`config.mk`:
```
export PLATFORM = sky130hd
export DESIGN_NAME = dma_term_ctrl
export DESIGN_NICKNAME = d
export VERILOG_FILES = /design/src/rtl/dma_term_pkg.sv /design/src/rtl/dma_chan_regs.sv /design/src/rtl/dma_prio_arb.sv /design/src/rtl/dma_xfer_seq.sv /design/src/rtl/dma_term_ctrl.sv
export SDC_FILE = /design/constraint.sdc
export NUM_CORES = 1
export LEC_CHECK = 0
export BUFFER_PORTS_ARGS = -buffer_cell sky130_fd_sc_hd__buf_2
export CORE_MARGIN = 2
export CORE_UTILIZATION = 25
export DETAILED_ROUTE_END_ITERATION = 6
export PLACE_DENSITY = 0.42
export SLEW_MARGIN = 0
export SYNTH_ARGS = -nofsm -noshare
export SYNTH_HDL_FRONTEND = slang
export SYNTH_SLANG_ARGS = --single-unit
```
`constraint.sdc`:
```
create_clock -name clk -period 4 [get_ports clk]
set_input_delay 0.6 -clock clk [delete_from_list [all_inputs] [get_ports clk]]
set_output_delay 0.6 -clock clk [all_outputs]
set_load 0.01 [all_outputs]
```
`src/rtl/dma_term_pkg.sv`:
```
// Shared types and field positions for the DMA termination controller.
// Assumes: the control and mode words use bits 0..2 as listed below.
package dma_term_pkg;
    typedef enum logic [1:0] {
        SEQ_IDLE  = 2'd0,
        SEQ_READ  = 2'd1,
        SEQ_WRITE = 2'd2
    } seq_state_t;

    localparam int CTL_RUN  = 0;
    localparam int CTL_IEN  = 1;
    localparam int CTL_DONE = 2;

    localparam int MODE_RUN   = 0;
    localparam int MODE_NMI   = 1;
    localparam int MODE_FAULT = 2;

    localparam logic [1:0] FLD_SRC = 2'd0;
    localparam logic [1:0] FLD_DST = 2'd1;
    localparam logic [1:0] FLD_CNT = 2'd2;
    localparam logic [1:0] FLD_CTL = 2'd3;
endpackage

```
`src/rtl/dma_chan_regs.sv`:
```
// One channel's pointers, count and control bits.
// Assumes: a hardware update (completed write) takes priority over a
// software write to the same field in the same cycle.
module dma_chan_regs
    import dma_term_pkg::*;
#(
    parameter int AW    = 32,
    parameter int CNT_W = 16,
    parameter int STEP  = 4
) (
    input  logic             clk,
    input  logic             rst_n,
    input  logic             sw_we,
    input  logic [1:0]       sw_fld,
    input  logic [AW-1:0]    sw_data,
    input  logic             hw_upd,
    output logic [AW-1:0]    src_q,
    output logic [AW-1:0]    dst_q,
    output logic [CNT_W-1:0] cnt_q,
    output logic             run_q,
    output logic             ien_q,
    output logic             done_q,
    output logic             ready
);
    localparam logic [AW-1:0]    STEP_V = AW'(STEP);
    localparam logic [CNT_W-1:0] ONE    = CNT_W'(1);

    // Pointer and count storage: hardware advance, else software load.
    always_ff @(posedge clk) begin
        if (!rst_n) begin
            src_q <= '0;
            dst_q <= '0;
            cnt_q <= '0;
        end else if (hw_upd) begin
            src_q <= src_q + STEP_V;
            dst_q <= dst_q + STEP_V;
            cnt_q <= cnt_q - ONE;
        end else if (sw_we) begin
            case (sw_fld)
                FLD_SRC: src_q <= sw_data;
                FLD_DST: dst_q <= sw_data;
                FLD_CNT: cnt_q <= sw_data[CNT_W-1:0];
                default: ;
            endcase
        end
    end

    // Control bits: software writes run/ien, can only clear done; hardware sets done.
    always_ff @(posedge clk) begin
        if (!rst_n) begin
            run_q  <= 1'b0;
            ien_q  <= 1'b0;
            done_q <= 1'b0;
        end else begin
            if (sw_we && sw_fld == FLD_CTL) begin
                run_q <= sw_data[CTL_RUN];
                ien_q <= sw_data[CTL_IEN];
                if (!sw_data[CTL_DONE]) done_q <= 1'b0;
            end
            if (hw_upd && cnt_q == ONE) done_q <= 1'b1;
        end
    end

    // Channel wants service when enabled, not finished and count non-zero.
    always_comb begin
        ready = run_q && !done_q && (cnt_q != '0);
    end
endmodule

```
`src/rtl/dma_prio_arb.sv`:
```
// Fixed-priority pick: the lowest-numbered requesting channel wins.
// Assumes: purely combinational, evaluated only while the sequencer is idle.
module dma_prio_arb #(
    parameter int NCH = 4,
    parameter int IW  = 2
) (
    input  logic [NCH-1:0] req,
    output logic           any,
    output logic [IW-1:0]  idx
);
    // Scan from the highest channel down so the lowest request is kept last.
    always_comb begin
        idx = '0;
        for (int i = NCH - 1; i >= 0; i--) begin
            if (req[i]) idx = IW'(i);
        end
        any = |req;
    end
endmodule

```
`src/rtl/dma_xfer_seq.sv`:
```
// Read/write pair sequencer with bus-cycle-boundary halt handling.
// Assumes: a halt is examined only when a read completes. A write in flight
// always finishes and updates its channel. A faulted read proceeds to its write.
module dma_xfer_seq
    import dma_term_pkg::*;
#(
    parameter int AW = 32,
    parameter int IW = 2
) (
    input  logic          clk,
    input  logic          rst_n,
    input  logic          start,
    input  logic [IW-1:0] start_ch,
    input  logic [AW-1:0] src_cur,
    input  logic [AW-1:0] dst_cur,
    input  logic          run_cur,
    input  logic          halt_all,
    input  logic          bus_ack,
    input  logic [AW-1:0] bus_rdata,
    input  logic          bus_err,
    output logic          bus_req,
    output logic          bus_wr,
    output logic [AW-1:0] bus_addr,
    output logic [AW-1:0] bus_wdata,
    output logic [IW-1:0] cur_ch,
    output logic          upd,
    output logic          upd_fault
);
    seq_state_t    state;
    logic [AW-1:0] data_q;
    logic          err_pend;

    // State, granted channel, captured read data and pending fault.
    always_ff @(posedge clk) begin
        if (!rst_n) begin
            state    <= SEQ_IDLE;
            cur_ch   <= '0;
            data_q   <= '0;
            err_pend <= 1'b0;
        end else begin
            case (state)
                SEQ_IDLE: begin
                    if (start) begin
                        cur_ch   <= start_ch;
                        err_pend <= 1'b0;
                        state    <= SEQ_READ;
                    end
                end
                SEQ_READ: begin
                    if (bus_ack) begin
                        data_q <= bus_rdata;
                        if (bus_err) begin
                            err_pend <= 1'b1;
                            state    <= SEQ_WRITE;
                        end else if (halt_all || !run_cur) begin
                            state <= SEQ_IDLE;
                        end else begin
                            state <= SEQ_WRITE;
                        end
                    end
                end
                SEQ_WRITE: begin
                    if (bus_ack) state <= SEQ_IDLE;
                end
                default: state <= SEQ_IDLE;
            endcase
        end
    end

    // Bus outputs and completion strobes decoded from the state.
    always_comb begin
        bus_req   = (state != SEQ_IDLE);
        bus_wr    = (state == SEQ_WRITE);
        bus_addr  = (state == SEQ_WRITE) ? dst_cur : src_cur;
        bus_wdata = data_q;
        upd       = (state == SEQ_WRITE) && bus_ack;
        upd_fault = upd && (err_pend || bus_err);
    end
endmodule

```
`src/rtl/dma_term_ctrl.sv`:
```
// Top of the DMA termination controller: register decode, mode word,
// per-channel register banks, arbiter, sequencer and interrupt outputs.
// Assumes: NCH is a power of two >= 2; registers are word addressed.
module dma_term_ctrl
    import dma_term_pkg::*;
#(
    parameter int NCH   = 4,
    parameter int AW    = 32,
    parameter int CNT_W = 16,
    parameter int STEP  = 4,
    parameter int RA_W  = $clog2(4 * NCH + 1)
) (
    input  logic            clk,
    input  logic            rst_n,
    input  logic            reg_we,
    input  logic [RA_W-1:0] reg_addr,
    input  logic [AW-1:0]   reg_wdata,
    output logic [AW-1:0]   reg_rdata,
    input  logic            nmi_evt,
    output logic            bus_req,
    output logic            bus_wr,
    output logic [AW-1:0]   bus_addr,
    output logic [AW-1:0]   bus_wdata,
    input  logic            bus_ack,
    input  logic [AW-1:0]   bus_rdata,
    input  logic            bus_err,
    output logic [NCH-1:0]  irq
);
    localparam int IW = $clog2(NCH);
    localparam logic [RA_W-1:0] MODE_ADDR = RA_W'(4 * NCH);

    logic [AW-1:0]    src_q [NCH];
    logic [AW-1:0]    dst_q [NCH];
    logic [CNT_W-1:0] cnt_q [NCH];
    logic [NCH-1:0]   run_v, ien_v, done_v, ready_v, upd_v;
    logic             mode_run, nmi_flag, fault_flag, halt_all;
    logic             mode_we, grant_any, upd, upd_fault;
    logic [IW-1:0]    grant_idx, cur_ch;

    // Halt condition shared by every channel.
    always_comb begin
        halt_all = !mode_run || nmi_flag || fault_flag;
        mode_we  = reg_we && (reg_addr == MODE_ADDR);
    end

    // Mode word: run bit written freely; flags set by events, cleared by writing 0.
    always_ff @(posedge clk) begin
        if (!rst_n) begin
            mode_run   <= 1'b0;
            nmi_flag   <= 1'b0;
            fault_flag <= 1'b0;
        end else begin
            if (mode_we) begin
                mode_run <= reg_wdata[MODE_RUN];
                if (!reg_wdata[MODE_NMI])   nmi_flag   <= 1'b0;
                if (!reg_wdata[MODE_FAULT]) fault_flag <= 1'b0;
            end
            if (nmi_evt)   nmi_flag   <= 1'b1;
            if (upd_fault) fault_flag <= 1'b1;
        end
    end

    generate
        for (genvar g = 0; g < NCH; g++) begin : g_chan
            logic sel;
            // Channel decode and update steering for channel g.
            always_comb begin
                sel      = reg_we && (reg_addr < MODE_ADDR)
                           && (reg_addr[RA_W-1:2] == (RA_W - 2)'(g));
                upd_v[g] = upd && (cur_ch == IW'(g));
                irq[g]   = done_v[g] && ien_v[g];
            end

            dma_chan_regs #(
                .AW(AW), .CNT_W(CNT_W), .STEP(STEP)
            ) i_regs (
                .clk     (clk),
                .rst_n   (rst_n),
                .sw_we   (sel),
                .sw_fld  (reg_addr[1:0]),
                .sw_data (reg_wdata),
                .hw_upd  (upd_v[g]),
                .src_q   (src_q[g]),
                .dst_q   (dst_q[g]),
                .cnt_q   (cnt_q[g]),
                .run_q   (run_v[g]),
                .ien_q   (ien_v[g]),
                .done_q  (done_v[g]),
                .ready   (ready_v[g])
            );
        end
    endgenerate

    dma_prio_arb #(.NCH(NCH), .IW(IW)) i_arb (
        .req (ready_v & {NCH{!halt_all}}),
        .any (grant_any),
        .idx (grant_idx)
    );

    dma_xfer_seq #(.AW(AW), .IW(IW)) i_seq (
        .clk       (clk),
        .rst_n     (rst_n),
        .start     (grant_any),
        .start_ch  (grant_idx),
        .src_cur   (src_q[cur_ch]),
        .dst_cur   (dst_q[cur_ch]),
        .run_cur   (run_v[cur_ch]),
        .halt_all  (halt_all),
        .bus_ack   (bus_ack),
        .bus_rdata (bus_rdata),
        .bus_err   (bus_err),
        .bus_req   (bus_req),
        .bus_wr    (bus_wr),
        .bus_addr  (bus_addr),
        .bus_wdata (bus_wdata),
        .cur_ch    (cur_ch),
        .upd       (upd),
        .upd_fault (upd_fault)
    );

    // Register read-back multiplexer; unmapped addresses read 0.
    always_comb begin
        reg_rdata = '0;
        if (reg_addr == MODE_ADDR) begin
            reg_rdata[MODE_RUN]   = mode_run;
            reg_rdata[MODE_NMI]   = nmi_flag;
            reg_rdata[MODE_FAULT] = fault_flag;
        end else begin
            for (int i = 0; i < NCH; i++) begin
                if (reg_addr < MODE_ADDR && reg_addr[RA_W-1:2] == (RA_W - 2)'(i)) begin
                    case (reg_addr[1:0])
                        FLD_SRC: reg_rdata = src_q[i];
                        FLD_DST: reg_rdata = dst_q[i];
                        FLD_CNT: reg_rdata = AW'(cnt_q[i]);
                        default: begin
                            reg_rdata[CTL_RUN]  = run_v[i];
                            reg_rdata[CTL_IEN]  = ien_v[i];
                            reg_rdata[CTL_DONE] = done_v[i];
                        end
                    endcase
                end
            end
        end
    end
endmodule

```
; ---- After elaboration in Yosys (flattened, before gate mapping)
; Index checks and enable logic that the tools add are counted.
[op_classes]
eq_ne = 26
n_mul = 0
magnitude_cmp = 3
bitwise_logic = 2
mux = 79
shifts = 0
addsub = 12
reduce_logical = 102
n_div = 0
[op_table]
columns = operator, count
row1 = two-way mux 32 bit, 28
row2 = case mux 29 bit (3 select lines), 4
row3 = adder 32 x 3 -> 32 bit (second input constant), 8
row4 = two-way mux 16 bit, 9
row5 = binary-select mux 32 bit (select 2 bit), 2
row6 = == test 16 x 1 -> 1 bit (second input constant), 4
row7 = nonzero test 16 bit, 4
row8 = subtractor 16 x 1 -> 16 bit (second input constant), 4
row9 = nonzero test 2 bit, 24
row10 = AND reduction 2 bit, 20
row11 = logical AND 1 bit, 36
row12 = case mux 3 bit (3 select lines), 4
row13 = two-way mux 29 bit, 1
row14 = two-way mux 1 bit, 18
row15 = two-way mux 2 bit, 9
row16 = inequality test 2 x 1 -> 1 bit (second input constant), 7
row17 = == test 2 bit (second input constant), 5
row18 = logical NOT 1 bit, 7
row19 = == test 2 x 1 -> 1 bit (second input constant), 3
row20 = == test 3 x 2 -> 1 bit (second input constant), 2
row21 = logical NOT 2 bit, 3
row22 = inequality test 2 bit (second input constant), 3
row23 = case mux 2 bit (3 select lines), 1
row24 = == test 5 bit (second input constant), 1
row25 = other kinds (14), 17
[totals]
input_bits = 75
output_inout_bits = 102
mem_bits_ro = 0
elab_cells = 255
ff_bits = 372
ramBits = 0
latch_bits = 0
memories = 0

; ---- Depth between registers and ports, before layout
[depth]
ltp_word = 11
ltp_mapped = 10
mapped_depth_nobuf = 7

; ---- Modules after synthesis
; A second synthesis with hierarchy kept.
[unflattened]
hier_cells = 3203
hier_area_um2 = 25249.2
[modules_own_cells]
columns = mod, seq_area_each_um2, area_each_um2, n_inst, cells_each
row1 = dma_chan_regs (g_chan[0].i_regs ...), 1661.6, 4618.2, 3, 592
row2 = dma_term_ctrl, 60.1, 4996.0, 1, 558
row3 = dma_chan_regs (g_chan[1].i_regs), 1661.6, 4519.3, 1, 588
row4 = dma_xfer_seq, 740.7, 1844.3, 1, 274
row5 = dma_prio_arb, 0.0, 35.0, 1, 7

; ---- Worst setup path after synthesis
; No wires, ideal clock.
[synth_timing]
path_kind = input port to output port
from = input reg_addr[2]
to = output reg_rdata[2]
setup_slack_ps = 1199
path_buffers = 3
cell_stages = 6
arrival_ps = 2201
cell_sequence = buf_2 nor3_1 clkbuf_1 buf_1 a21oi_1 o21ai_0
[synth_between]
elab_chain_cells = 8
elab_cells_between_ends = 16
[synth_lines]
columns = item, line
row1 = from (decl), dma_term_ctrl.sv:16  ; input logic [RA_W-1:0] reg_addr,
row2 = less-than comparator 5 bit / logical NOT 3 bit (equally long branches), dma_term_ctrl.sv:130  ; if (reg_addr < MODE_ADDR && reg_addr[RA_W-1:2] == (RA_W - 2)'(i)) begin
row3 = logical AND 1 bit, dma_term_ctrl.sv:130
row4 = two-way mux 32 bit, dma_term_ctrl.sv:130
row5 = two-way mux 32 bit, dma_term_ctrl.sv:124  ; if (reg_addr == MODE_ADDR) begin
row6 = two-way mux 32 bit (3 in series), dma_term_ctrl.sv:130
row7 = two-way mux 3 bit (*), dma_term_ctrl.sv:124
row8 = to (decl), dma_term_ctrl.sv:18  ; output logic [AW-1:0] reg_rdata,
; Every way passes the cells marked *; elsewhere a longest branch is shown, timed or not. The select of a mux whose other input is x is not followed.

; ---- Worst setup path in the final report
[layout_timing]
from = input reg_addr[3]
to = output reg_rdata[17]
[layout_between]
elab_chain_cells = 11
elab_cells_between_ends = 19
[layout_lines]
columns = item, line
row1 = less-than comparator 5 bit / logical NOT 3 bit (equally long branches), dma_term_ctrl.sv:130
row2 = logical AND 1 bit, dma_term_ctrl.sv:130
row3 = two-way mux 32 bit, dma_term_ctrl.sv:130
row4 = two-way mux 32 bit, dma_term_ctrl.sv:124
row5 = case mux 29 bit (3 select lines), dma_term_ctrl.sv:131  ; case (reg_addr[1:0])
row6 = two-way mux 32 bit, dma_term_ctrl.sv:130
row7 = case mux 29 bit (3 select lines), dma_term_ctrl.sv:131
row8 = two-way mux 32 bit, dma_term_ctrl.sv:130
row9 = case mux 29 bit (3 select lines), dma_term_ctrl.sv:131
row10 = two-way mux 32 bit, dma_term_ctrl.sv:130
row11 = two-way mux 29 bit (*), dma_term_ctrl.sv:124
; Marked as above.

==> results.json <==
{
  "crit_path_end_kind": "primary output",
  "placed_area_um2": 27400,
  "cts_buffers": 49,
  "cts.sinks": 372,
  "reg2reg_from": "i_seq.cur_ch[1]",
  "ir_drop_mv": 0.285,
  "syn_to_final_growth_pct": 16.0,
  "period_minus_slack_ns": 3.57,
  "max_freq_ghz": 0.280,
  "setup_tns_ns": 0,
  "core_area_um2": 99700,
  "cap_violations": 0,
  "timing.rr.end": "g_chan[2].i_regs.src_q[25]",
  "globalplace.congestion": 0.970,
  "ys_ff_latch": 372,
  "fin_skew_ns": 0.0261,
  "cts-htree-levels": 2,
  "drc_errors": 4,
  "grt_max_degree": 151,
  "r2r_slack_ns": 1.02,
  "cp.depth": 5,
  "fillers": 10816,
  "start_util_pct": 25.1,
  "cts_hold_buf": 0,
  "dieHeight_um": 320,
  "p_leak_nw": 9.63,
  "hold_violations": 0,
  "synth_edf_count": 0,
  "rsz0062_at_grt": "no",
  "outcome": "finished, violations left",
  "clkLatencyLatePin_ns": 0.63,
  "startpoint_type": "input pin",
  "finalPower_w": 0.00919,
  "antenna_left": 0,
  "hold_end": "i_seq.bus_wdata[18]",
  "grt_antenna_before_repair": 7,
  "violations": "design-rule violations",
  "dp_cells": 4493,
  "drt-initial-drc-count": 3404,
  "syn_inst": 3197,
  "ys_types": 97,
  "cpLargestDelayFamily": "simple AND/OR/NAND/NOR gates",
  "design_area_um2": 29000,
  "max_slew_margin_pct": 21.3,
  "hold_ws_ns": 0.208,
  "synth_warnings": 0,
  "grt_first_pass_wirelength_mm": 192,
  "routed_wl_mm": 136,
  "fp.dieW_um": 320,
  "routedWlPerCell_um": 29.7,
  "critPathKind": "input pin to primary output",
  "ys.flop_type": "dfxtp_1",
  "min-delay-path-class": "input pin to flip-flop",
  "fin_cells": 4586,
  "overflow": 0,
  "finalNetCount": 3337,
  "grtUsageTotal_pct": 25.6,
  "critPathBufInv": 2,
  "path_max_fanout": 23,
  "critPathMaxStageDelay_ns": 0.66,
  "postSynthAreaPerCell_um2": 7.83,
  "async_flop_share_pct": 0,
  "worstPathCellList": "buf_2, nor2b_1, nand3_1, o2bb2ai_1, buf_2",
  "rr_worst_depth": 5,
  "clk_pin_slew_worst_paths_ns": 0.06,
  "final-setup-viol-count": 0,
  "io_pins": 177,
  "slowest_stage": "nand3_1",
  "regArea_um2": 7450,
  "drive_above_1_share_pct": 16.6,
  "synth_area_um2": 25000,
  "tritoncts": "done",
  "cts_resized": 0,
  "crit_path_frequent_cell": "buf_2",
  "num_vias": 27531,
  "hold_start": "bus_rdata[18]",
  "slew_violations": 0,
  "syn_nets": 3288,
  "fin_crit_sh_pct": 89.2,
  "critPathArrivalTime_ns": 2.97,
  "multiInputGateArea_um2": 16300,
  "io_buffer_count": 176,
  "p_per_area_nw_per_um2": 317,
  "grt_pass1_vias": 24834,
  "hold-path-cell-count": 3,
  "cts_buffer_depth": 3,
  "via_per_inst": 6.00,
  "rows": 116,
  "hpwl_mm": 99.1,
  "drt-pass1-iter-count": 7,
  "die_area_um2": 103000,
  "cp_data_required_time_ns": 3.40,
  "seq_area_frac_synth_pct": 29.8,
  "worst_pin_slew_ns": 1.18,
  "post_cts_buffers": 0,
  "cts-root-buf": "clkbuf_16"
}
where the power goes:
group	total (W)	leakage, nW	internal, W	switching (W)
combinational	0.000736	5.82	0.000207	0.000529
clock	0.00465	0.806	0.00274	0.00191
sequential	0.00381	3.00	0.00374	0.0000716
total	0.00919	9.63	0.00668	0.00251
metrics by stage:
stage / worst slack (ns) / utilization, %
after floorplan: 1.20 / -
after global placement: 0.669 / 27.4
after detailed placement: 0.609 / 27.4
after CTS: 0.526 / 29.1
after global routing: 0.391 / 29.1
final: 0.432 / 29.1
placed cells by master, fill, tap and decap left out, types with 30 or more instances in the layout:
cell       instances
nand2_1          445
dfxtp_1          370
a21oi_1          243
o21ai_0          231
nor2_1           223
buf_2            174
nand3_1          125
buf_4            108
nor3_1            96
a211oi_1          86
nand4_1           83
mux4_2            76
mux2i_1           72
and3_1            59
a31oi_1           59
a311oi_1          58
a221oi_1          50
clkbuf_16         50
inv_1             43
o211ai_1          40
a22oi_1           36
nor4_1            35
mux2_2            34
o221ai_1          30
sequential cells by signal, summed over array words and instances (netlist names), 2 cells and up:
register / count
g_chan.i_regs.dst_q: 128
g_chan.i_regs.src_q: 128
g_chan.i_regs.cnt_q: 64
i_seq.bus_wdata: 32
g_chan.i_regs.done_q: 4
g_chan.i_regs.ien_q: 4
g_chan.i_regs.run_q: 4
i_seq.cur_ch: 2
i_seq.state: 2
cell type report:
type,count,share of cell area [%]
Antenna cell,5,0.0431
Clock buffer,77,5.14
Clock inverter,11,0.509
Inverter,46,0.621
Multi-Input combinational cell,2487,56.0
Sequential cell,372,25.7
Tap cell,1298,5.60
Timing Repair Buffer,290,6.35
logic make-up after synthesis:
family,Yosys count,share of synthesized area (%)
and+or+nand+nor,1242,24.2
DFF,372,29.8
xor gates and xnor gates,15,0.525
adders and majority gates,16,0.800
muxes,182,11.3
AOI/OAI and AO/OA,1032,27.8
buffers and inverters,338,5.65
how the worst max path moves through the flow:
stage | start | endpoint | slack, ns
2_1_floorplan | reg_addr[2] | reg_rdata[2] | 1.20
3_3_place_gp | reg_addr[0] | reg_rdata[31] | 0.67
3_5_place_dp | reg_addr[0] | reg_rdata[17] | 0.61
4_1_cts | i_seq.cur_ch[1] | bus_addr[10] | 0.53
5_1_grt | reg_addr[3] | reg_rdata[19] | 0.39
6_report | reg_addr[3] | reg_rdata[17] | 0.43
routing by layer:
metal | track usage, % | routed length, µm | vias to the layer above
met2 | 39.2 | 59900 | 1410
met1 | 35.0 | 58200 | 13508
met5 | 0 | 0 | -
met3 | 4.67 | 11500 | 232
li1 | - | - | 12381
met4 | 11.0 | 6420 | 0
synth_stat cells (16+ instances only):
library cell	instances	area, µm²
nand2_1	448	1680
dfxtp_1	372	7450
a21oi_1	243	1220
o21ai_0	231	1160
nor2_1	227	852
clkbuf_1	196	736
nand3_1	125	626
nor3_1	98	490
a211oi_1	89	668
nand4_1	83	519
mux4_2	76	1710
mux2i_1	72	721
buf_2	69	345
a31oi_1	59	369
and3_1	59	369
a311oi_1	58	508
a221oi_1	50	438
inv_1	44	165
o211ai_1	40	300
a22oi_1	36	270
nor4_1	36	225
mux2_2	34	383
o221ai_1	30	263
or3_1	27	169
and2_1	22	138
or4_1	21	158
a2bb2oi_1	18	158
and4_1	18	158
buf_1	16	60.1
ha_1	16	200
o21a_1	16	120
worst min-delay path: cells and delay by family:
family	cells	cell delay (ns)
buffers and inverters	1	0.09
AO/OA/AOI/OAI	1	0.05
AND/OR/NAND/NOR	1	0.04
Note: power is estimated with default switching activity, not from simulation.
